[src/rtl/dma_pkg.sv]
package dma_pkg;
  typedef enum logic [2:0] {
    ST_IDLE, ST_RD, ST_WR, ST_UPD, ST_FIN
  } dma_st_e;

  localparam int unsigned CFG_IO_BIT  = 3;
  localparam int unsigned CFG_INC_BIT = 4;
  localparam int unsigned CFG_FIX_BIT = 5;
  localparam int unsigned ICTL_MATCH  = 0;
  localparam int unsigned ICTL_END    = 1;
  localparam int unsigned ICTL_VEC    = 5;
  localparam logic [1:0]  MODE_FREE   = 2'd1;
endpackage

[src/rtl/dma_addr_port.sv]
module dma_addr_port #(
  parameter int unsigned AW = 16
) (
  input  logic          clk_i,
  input  logic          rst_ni,
  input  logic          load_i,
  input  logic [AW-1:0] load_val_i,
  input  logic          step_i,
  input  logic          fixed_i,
  input  logic          inc_i,
  output logic [AW-1:0] addr_o
);
  always_ff @(posedge clk_i or negedge rst_ni) begin
    if (!rst_ni)                  addr_o <= '0;
    else if (load_i)              addr_o <= load_val_i;
    else if (step_i && !fixed_i)  addr_o <= inc_i ? addr_o + 1'b1 : addr_o - 1'b1;
  end
endmodule

[src/rtl/dma_blk_cnt.sv]
module dma_blk_cnt #(
  parameter int unsigned CW = 16
) (
  input  logic          clk_i,
  input  logic          rst_ni,
  input  logic          clr_i,
  input  logic          inc_i,
  input  logic [CW-1:0] len_i,
  output logic [CW-1:0] cnt_o,
  output logic          last_o,
  output logic          end_o
);
  logic [CW-1:0] nxt;
  logic          limited;

  assign nxt     = cnt_o + 1'b1;
  assign limited = (len_i != '0) && (len_i != '1);
  // len_i + 1 cannot overflow when limited
  assign last_o  = (nxt == '0) || (limited && (nxt >= len_i + 1'b1));

  always_ff @(posedge clk_i or negedge rst_ni) begin
    if (!rst_ni) begin
      cnt_o <= '0;
      end_o <= 1'b0;
    end else if (clr_i) begin
      cnt_o <= '0;
      end_o <= 1'b0;
    end else if (inc_i) begin
      cnt_o <= nxt;
      if (last_o) end_o <= 1'b1;
    end
  end
endmodule

[src/rtl/dma_irq_vec.sv]
module dma_irq_vec
  import dma_pkg::*;
#(
  parameter int unsigned VW = 8
) (
  input  logic          irq_en_i,
  input  logic [7:0]    irq_ctl_i,
  input  logic [VW-1:0] base_i,
  input  logic          match_i,
  input  logic          end_i,
  output logic          fire_o,
  output logic [VW-1:0] vec_o
);
  localparam logic [VW-1:0] CAUSE_MASK = VW'(6);
  logic [VW-1:0] code;

  always_comb begin
    code = '0;
    if (irq_en_i) begin
      if (match_i && irq_ctl_i[ICTL_MATCH])   code = VW'(2);
      else if (end_i && irq_ctl_i[ICTL_END])  code = VW'(4);
    end
    fire_o = (code != '0);
    vec_o  = irq_ctl_i[ICTL_VEC] ? ((base_i & ~CAUSE_MASK) + code) : base_i;
  end
endmodule

[src/rtl/dual_port_dma.sv]
module dual_port_dma
  import dma_pkg::*;
#(
  parameter int unsigned AW = 16,
  parameter int unsigned DW = 8,
  parameter int unsigned CW = 16
) (
  input  logic          clk_i,
  input  logic          rst_ni,
  input  logic          load_i,
  input  logic          enable_i,
  input  logic [1:0]    cmd_i,
  input  logic          dir_a2b_i,
  input  logic [1:0]    mode_i,
  input  logic [7:0]    cfg_a_i,
  input  logic [7:0]    cfg_b_i,
  input  logic [AW-1:0] start_a_i,
  input  logic [AW-1:0] start_b_i,
  input  logic [CW-1:0] blk_len_i,
  input  logic          rdy_i,
  input  logic          rdy_pol_i,
  input  logic [DW-1:0] match_val_i,
  input  logic [DW-1:0] match_mask_i,
  input  logic          irq_en_i,
  input  logic [7:0]    irq_ctl_i,
  input  logic [7:0]    irq_base_i,
  output logic          bus_req_o,
  output logic          bus_wr_o,
  output logic          bus_io_o,
  output logic [AW-1:0] bus_addr_o,
  output logic [DW-1:0] bus_wdata_o,
  input  logic [DW-1:0] bus_rdata_i,
  input  logic          bus_ack_i,
  output logic [AW-1:0] addr_a_o,
  output logic [AW-1:0] addr_b_o,
  output logic [CW-1:0] count_o,
  output logic          end_o,
  output logic          match_o,
  output logic          irq_o,
  output logic [7:0]    irq_vec_o
);
  dma_st_e       state_q, state_d;
  logic [DW-1:0] data_q;
  logic          match_q;
  logic          rdy_ok, can_start, hit, upd, step, last, more;
  logic          xfer, srch, irq_fire;
  logic [7:0]    src_cfg, dst_cfg;

  assign xfer    = cmd_i[0];
  assign srch    = cmd_i[1];
  assign src_cfg = dir_a2b_i ? cfg_a_i : cfg_b_i;
  assign dst_cfg = dir_a2b_i ? cfg_b_i : cfg_a_i;
  assign rdy_ok  = (mode_i == MODE_FREE) || (rdy_i == rdy_pol_i);
  assign hit     = srch && (((data_q ^ match_val_i) & ~match_mask_i) == '0);
  assign upd     = (state_q == ST_UPD);
  assign step    = upd && rdy_ok;

  assign can_start = enable_i && (cmd_i != 2'b00) && !end_o &&
                     !(srch && match_q) && rdy_ok;
  assign more      = (mode_i != 2'd0) && !last && !hit && !(srch && match_q) && rdy_ok;

  always_comb begin
    state_d = state_q;
    unique case (state_q)
      ST_IDLE: if (can_start) state_d = ST_RD;
      ST_RD:   if (bus_ack_i) state_d = xfer ? ST_WR : ST_UPD;
      ST_WR:   if (bus_ack_i) state_d = ST_UPD;
      ST_UPD:  state_d = more ? ST_RD : ST_FIN;
      ST_FIN:  state_d = ST_IDLE;
      default: state_d = ST_IDLE;
    endcase
    if (load_i) state_d = ST_IDLE;
  end

  always_ff @(posedge clk_i or negedge rst_ni) begin
    if (!rst_ni) begin
      state_q <= ST_IDLE;
      data_q  <= '0;
      match_q <= 1'b0;
    end else begin
      state_q <= state_d;
      if (state_q == ST_RD && bus_ack_i) data_q <= bus_rdata_i;
      if (load_i)          match_q <= 1'b0;
      else if (upd && hit) match_q <= 1'b1;
    end
  end

  dma_addr_port #(.AW(AW)) u_port_a (
    .clk_i, .rst_ni, .load_i, .load_val_i(start_a_i), .step_i(step),
    .fixed_i(cfg_a_i[CFG_FIX_BIT]), .inc_i(cfg_a_i[CFG_INC_BIT]), .addr_o(addr_a_o)
  );

  dma_addr_port #(.AW(AW)) u_port_b (
    .clk_i, .rst_ni, .load_i, .load_val_i(start_b_i), .step_i(step),
    .fixed_i(cfg_b_i[CFG_FIX_BIT]), .inc_i(cfg_b_i[CFG_INC_BIT]), .addr_o(addr_b_o)
  );

  dma_blk_cnt #(.CW(CW)) u_cnt (
    .clk_i, .rst_ni, .clr_i(load_i), .inc_i(upd), .len_i(blk_len_i),
    .cnt_o(count_o), .last_o(last), .end_o(end_o)
  );

  dma_irq_vec #(.VW(8)) u_vec (
    .irq_en_i, .irq_ctl_i, .base_i(irq_base_i), .match_i(match_q),
    .end_i(end_o), .fire_o(irq_fire), .vec_o(irq_vec_o)
  );

  assign match_o     = match_q;
  assign irq_o       = (state_q == ST_FIN) && irq_fire;
  assign bus_req_o   = (state_q == ST_RD) || (state_q == ST_WR);
  assign bus_wr_o    = (state_q == ST_WR);
  assign bus_io_o    = bus_wr_o ? dst_cfg[CFG_IO_BIT] : src_cfg[CFG_IO_BIT];
  assign bus_wdata_o = data_q;
  always_comb begin
    if (bus_wr_o) bus_addr_o = dir_a2b_i ? addr_b_o : addr_a_o;
    else          bus_addr_o = dir_a2b_i ? addr_a_o : addr_b_o;
  end
endmodule

[config.mk]
export PLATFORM = sky130hd
export DESIGN_NAME = dual_port_dma
export DESIGN_NICKNAME = d
export VERILOG_FILES = /design/src/rtl/dma_pkg.sv /design/src/rtl/dma_addr_port.sv /design/src/rtl/dma_blk_cnt.sv /design/src/rtl/dma_irq_vec.sv /design/src/rtl/dual_port_dma.sv
export SDC_FILE = /design/constraint.sdc
export NUM_CORES = 1
export LEC_CHECK = 0
export ABC_AREA = 1
export BUFFER_PORTS_ARGS = -buffer_cell sky130_fd_sc_hd__buf_4
export CAP_MARGIN = 25
export CORE_ASPECT_RATIO = 0.5
export CORE_UTILIZATION = 40
export DETAILED_ROUTE_END_ITERATION = 8
export HOLD_SLACK_MARGIN = 0.08
export PLACE_DENSITY = 0.72
export SKIP_CTS_REPAIR_TIMING = 1
export SLEW_MARGIN = 20
export SYNTH_ARGS = -nofsm -noshare
export SYNTH_HDL_FRONTEND = slang
export SYNTH_HIERARCHICAL = 1
export SYNTH_SLANG_ARGS = --single-unit
[constraint.sdc]
create_clock -name clk_i -period 2.7 [get_ports clk_i]
set_input_delay 0.405 -clock clk_i [delete_from_list [all_inputs] [get_ports clk_i]]
set_output_delay 0.405 -clock clk_i [all_outputs]
set_load 0.01 [all_outputs]
# Word-level counts from Yosys, hierarchy flattened
# Index checks and enable logic that the tools add are counted.
# classes
addsub	7
order_cmp	1
eq_ne	10
muxes	30
n_bitwise	3
reduce_logical	43
# ops
cell	count
$mux 16	11
$add 16x1->16 const B	4
$sub 16x1->16 const B	2
$mux 8	3
$logic_and 1x1->1	20
$mux 3	6
$ge 16x16->1	1
$logic_not 16->1	1
$ne 16x16->1 const B	1
$reduce_bool 16->1	1
$reduce_bool 2->1	7
$pmux 3 s4	1
$add 8x8->8	1
$and 8x8->8	1
$logic_not 8->1	1
$mux 4	2
$not 8->8	1
$reduce_bool 8->1	1
$xor 8x8->8	1
$mux 1	7
$eq 3x2->1 const B	2
$logic_not 1->1	6
$ne 3x3->1 const B	2
$eq 3x1->1 const B	1
other kinds (8)	10
# totals
regBits	61
input_bits	117
output_inout_bits	86
elab_cells	101

# Logic depth before layout (Yosys ltp)
# logic_depth
depth_word	12
ltp_mapped	25
ltp_nobuf	25

# By module
# The synthesis kept the hierarchy.
# by_module_without_submodules
module	n_inst	cells_per_inst	area_per_inst_um2	seq_area_each_um2
dma_blk_cnt	1	280	1849.3	425.4
dma_addr_port at u_port_b	1	261	1716.6	400.4
dma_addr_port at u_port_a	1	261	1652.8	400.4
dual_port_dma	1	137	1079.8	300.3
dma_irq_vec	1	16	87.6	0.0

# Worst setup path after synthesis
# OpenSTA, ideal clock, no wires.
# synth_timing
kind	input to register
start	input port blk_len_i[0]
end	register state_q[0]
setup_time_ns	0.065
arrival_time_ns	2.617
required_time_ns	2.635
path_slack_ns	0.018
path_stages	25
n_path_buf	0
cell_sequence	ha_1 > inv_1 > nor2_2 > and3_1 > inv_2 > nor2_2 > nand3_1 > nor2_1 > xor2_1 > ha_1 > nand4_1 > nor2_1 > nand2_1 > inv_1 > nand2_1 > nand2_1 > nand2_1 > nand2_2 > a21oi_1 > o211ai_1 > inv_1 > nand3_1 > nand2_1 > nand2_1 > nand2_1
# synth_via
elab_chain_len	12
word_cells_on_any_way	15
cone_classes	add/sub (1); order compare (1); eq/ne (1); mux (3); reduce/logical (9)
# synth_lines
item	line	source
start, declared	dual_port_dma.sv:19	input logic [CW-1:0] blk_len_i,
$add 16x1->16, or another cell as far along	dma_blk_cnt.sv:19	assign last_o = (nxt == '0) || (limited && (nxt >= len_i + 1'b1));
$ge 16x16->1 / $logic_and 1x1->1 (equally long branches)	dma_blk_cnt.sv:19, dma_blk_cnt.sv:17	
$logic_and 1x1->1 (*)	dma_blk_cnt.sv:19	
$logic_or 1x1->1 (*)	dma_blk_cnt.sv:19	
via last	dual_port_dma.sv:45	logic rdy_ok, can_start, hit, upd, step, last, more;
$logic_not 1->1 (*)	dual_port_dma.sv:60	assign more = (mode_i != 2'd0) && !last && !hit && !(srch && match_q) && rdy_ok;
$logic_and 1x1->1 (*) (4 in a row)	dual_port_dma.sv:60	
$mux 3 (*)	dual_port_dma.sv:68	ST_UPD: state_d = more ? ST_RD : ST_FIN;
$pmux 3 s4 (*)	dual_port_dma.sv:64	unique case (state_q)
$mux 3 (*)	dual_port_dma.sv:72	if (load_i) state_d = ST_IDLE;
end signal, assigned	dual_port_dma.sv:81	state_q <= state_d;
end, declared	dual_port_dma.sv:42	dma_st_e state_q, state_d;
# The timed path passes the listed nets; every way through them passes the cells marked *.
# A chain may end at the register's enable or synchronous reset.

# Worst setup path in the final report
# layout_timing
start	input port blk_len_i[2]
end	register state_q[0]
# Same word-level chain as after synthesis.

==> summary.txt <==
pre-CTS setup slack - -265 ps
number of levels the H-tree was split into - 3
Netlist cell types - 51
normalized max-slew margin - 0.448
number of global-route vias before repair - 6318
maximum number of pins on one net before global-route repair - 62
CTS clk-pin slew, worst paths - 50 ps
worst hold slack across all endpoints - 175 ps
number of synthesized register bits - 61
synthesized net count - 1122
time the final worst path needs with I/O delays and setup - 2720 ps
Hold Path Class - input port to async pin
DR DRC count - 0
Post-synth EDFFs - 0
number of warnings printed during yosys synthesis - 6
initial core utilization - 0.412
worst endpoint required time - 2920 ps
share of async-settable or async-resettable flops after synthesis - 1.00
count of placed standard cells in the final layout, fillers left out - 1370
LEAKAGE - 4.75 nW
max-cap check violation count - 0
x dimension of the die - 181 microns
wire length of the first global-routing pass - 30.6 mm
placer's final routability congestion estimate - 0.852
class of the most critical setup path - input port to flip-flop
Clk Latency, worst-skew pair - 330 ps
synthesized netlist cell count - 955
kind of capture point of the worst setup path - flip-flop
routed via count divided by cell count - 4.95
GRT Resource Usage Total - 0.230
Clock power frac - 0.269
nature of the critical path startpoint - input port
diode insertion count for antenna repair - 0
number of buffers between clock root and the deepest sink - 2
TritonCTS Sinks - 61
initial detailed-routing violation count - 411
number of endpoints with negative hold slack in the final report - 0
Seq pwr share - 0.279
post-synthesis to final-layout area growth - 33.1%
run status - finished, violations left
y dimension of the die - 91.3 microns
Final Max Slew Viols - 0
data arrival time of the worst path - 2940 ps
total wire length - 18.9 mm
design internal power - 0.00270 W
row count - 32
root buffer selected by CTS - clkbuf_16
switching part of the total - 0.379
power density normalized to cell area - 511 nW/um^2
pin slew with the least headroom to its limit - 828 ps
post-synthesis instance area - 6390 sq um
I/O pin count - 203
logic gate share of total power - 0.451
final standard cell utilization of the core - 0.549
DPL Wire Length - 14.7 mm
clock tree from TritonCTS - done
largest driver fanout on the critical path - 3
quantity of I/O buffers inserted on ports - 175
count of nets left with antenna violations after detail routing - 0
highest clock frequency the design can meet - 368 MHz
initial antenna violation count - 0
aggregate negative setup slack - -19.3 ps
floorplan die area - 16500 sq um
total placed cells including tap cells - 1351
maximum vdd ir drop - 0.000275 V
violations in the final reports - negative setup slack
post-synthesis area per instance - 6.69 sq um
unrepaired setup endpoints after global routing - yes
Setup violations, final - 1
most instantiated flip-flop cell in the synthesis netlist - dfrtp_1
area inside the core boundary - 15500 sq um
Seq/Total Area, Yosys - 0.239
post-route clock period utilization - 1.01
layout cell share with drive strength beyond 1 - 0.278
wire length per cell after detailed routing - 13.8 microns
number of nets in the finished design - 1328
switching power - 0.00165 W
Setup WS post-layout - -19.3 ps
number of filler instances in the final layout - 1511
TritonCTS Buffers - 9
final global-route overflow total - 0
number of vias in the routed layout - 6777
worst clock skew - 7.19 ps
number of iterations in the first detailed-routing pass - 5
## routing by layer
| metal | wire length, microns | up-vias | GRT usage | part of all wire |
|---|---|---|---|---|
| li1 | - | 3461 | - | - |
| met1 | 8650 | 3108 | 0.299 | 0.46 |
| met2 | 9050 | 189 | 0.396 | 0.48 |
| met3 | 934 | 19 | 0.0361 | 0.050 |
| met4 | 227 | 0 | 0.0613 | 0.012 |
| met5 | 0 | - | 0 | 0 |
## cell usage after synthesis (2+ instances only)
cell type  number  area [sq um]
o21bai_1        4          30.0
fa_1            2          40.0
nand2_2        19           119
ha_1           48           601
clkbuf_1        2          7.51
inv_2          10          37.5
buf_4           6          45.0
nand3_2         6          60.1
o311ai_1        2          17.5
clkinv_1        2          7.51
a21oi_1        31           155
nor2_8          2          40.0
a21oi_2         3          26.3
o211ai_1        9          67.6
nand4_1        14          87.6
o22ai_1         7          43.8
mux2_4         10           150
buf_6           5          56.3
inv_1         162           608
and2_1          2          12.5
a22o_1         16           140
nand3_1        69           345
dfrtp_1        61          1530
or2_2           2          12.5
nor3_2          3          30.0
nand2_4         3          33.8
nand3b_1        6          45.0
o21a_1          2          15.0
o21ai_1         6          30.0
nand2_1       292          1100
mux2_2         11           124
nor3_1          7          35.0
xnor2_1         9          78.8
xor2_1         12           105
nor2_2          9          56.3
o21ai_0        18          90.1
nor2_1         69           259
## cell families after synthesis
| logic type | count (synthesis) | share of synthesized area |
|---|---|---|
| AOI/OAI and AO/OA | 101 | 0.0999 |
| xor gates and xnor gates | 22 | 0.0331 |
| adders and majority gates | 50 | 0.100 |
| buffers and inverters | 189 | 0.123 |
| DFF | 61 | 0.239 |
| muxes | 21 | 0.0429 |
| and+or+nand+nor | 511 | 0.361 |
## stage by stage
| stage | area, sq um | total power (W) |
|---|---|---|
| finish | 8500 | 0.00434 |
| global route | 8500 | 0.00465 |
| CTS | 8360 | 0.00436 |
| detailed placement | 8060 | 0.00316 |
| global placement | 8060 | 0.00311 |
| floorplan | 6390 | 0.00243 |
## cell type report
class,instances,area [sq um],share of cell area
flip-flops and latches,61,1530,0.180
clock buffers,12,246,0.0290
repair buffers,210,1590,0.187
inverters,174,653,0.0768
well taps,204,255,0.0300
multi-input cells,705,4180,0.492
clock inverters,4,47.5,0.00559
## final timing paths
check,start,to,slack [ps],cells after the start
hold reg to reg,state_q[0],state_q[0],550,2
min in group clk_i,start_b_i[7],u_port_b/addr_o[7],290,3
hold / removal,rst_ni,u_port_a/addr_o[11],170,1
setup / recovery,blk_len_i[2],state_q[0],-20,25
setup reg to reg,u_cnt/cnt_o[6],state_q[0],20,20
max in group asynchronous,rst_ni,u_cnt/cnt_o[0],1920,1
## cell usage in the layout, fill, tap and decap left out, drive strengths merged, types with 2 or more instances in the layout
cell      n
nand2   314
buf     210
inv     172
nor2     81
nand3    76
dfrtp    61
ha       48
a21oi    34
o21ai    24
mux2     21
a22o     16
nand4    14
xor2     13
clkbuf   12
nor3     10
o211ai    9
xnor2     9
o22ai     7
nand3b    6
o21bai    4
or2       4
clkinv    4
o21a      2
o311ai    2
and2      2
fa        2
nor3b     2
## flip-flops by register name (all words and copies together), names as in the netlist
signal           flops
u_cnt/cnt_o         16
u_cnt/end_o          1
u_port_a/addr_o     16
bus_wdata_o          8
match_o              1
u_port_b/addr_o     16
state_q              3
## critical path, cell delays in order
cell      delay [ps]
buf_8             80
nand2_4           50
nor2_4           100
nand3_2          120
nor2_4           140
nand3_2          120
nor3b_4          250
nand4_1          120
xor2_1           160
ha_1             320
nand4_1          120
nor2_1           130
nand2_1           50
inv_1             60
nand2_1           50
nand2_1           60
nand2_1           60
nand2_2           80
a21oi_2           40
o211ai_1         100
inv_1             90
nand3_1           90
nand2_1           50
nand2_1           50
nand2_1           40
## power groups by stage
stage	combinational, W	clock (W)	sequential (W)
2_1_floorplan	0.00119	0	0.00124
3_3_place_gp	0.00189	0	0.00122
3_5_place_dp	0.00193	0	0.00123
4_1_cts	0.00194	0.00120	0.00122
5_1_grt	0.00217	0.00124	0.00124
6_report	0.00196	0.00117	0.00121
Power figures use the tool's default switching activity.
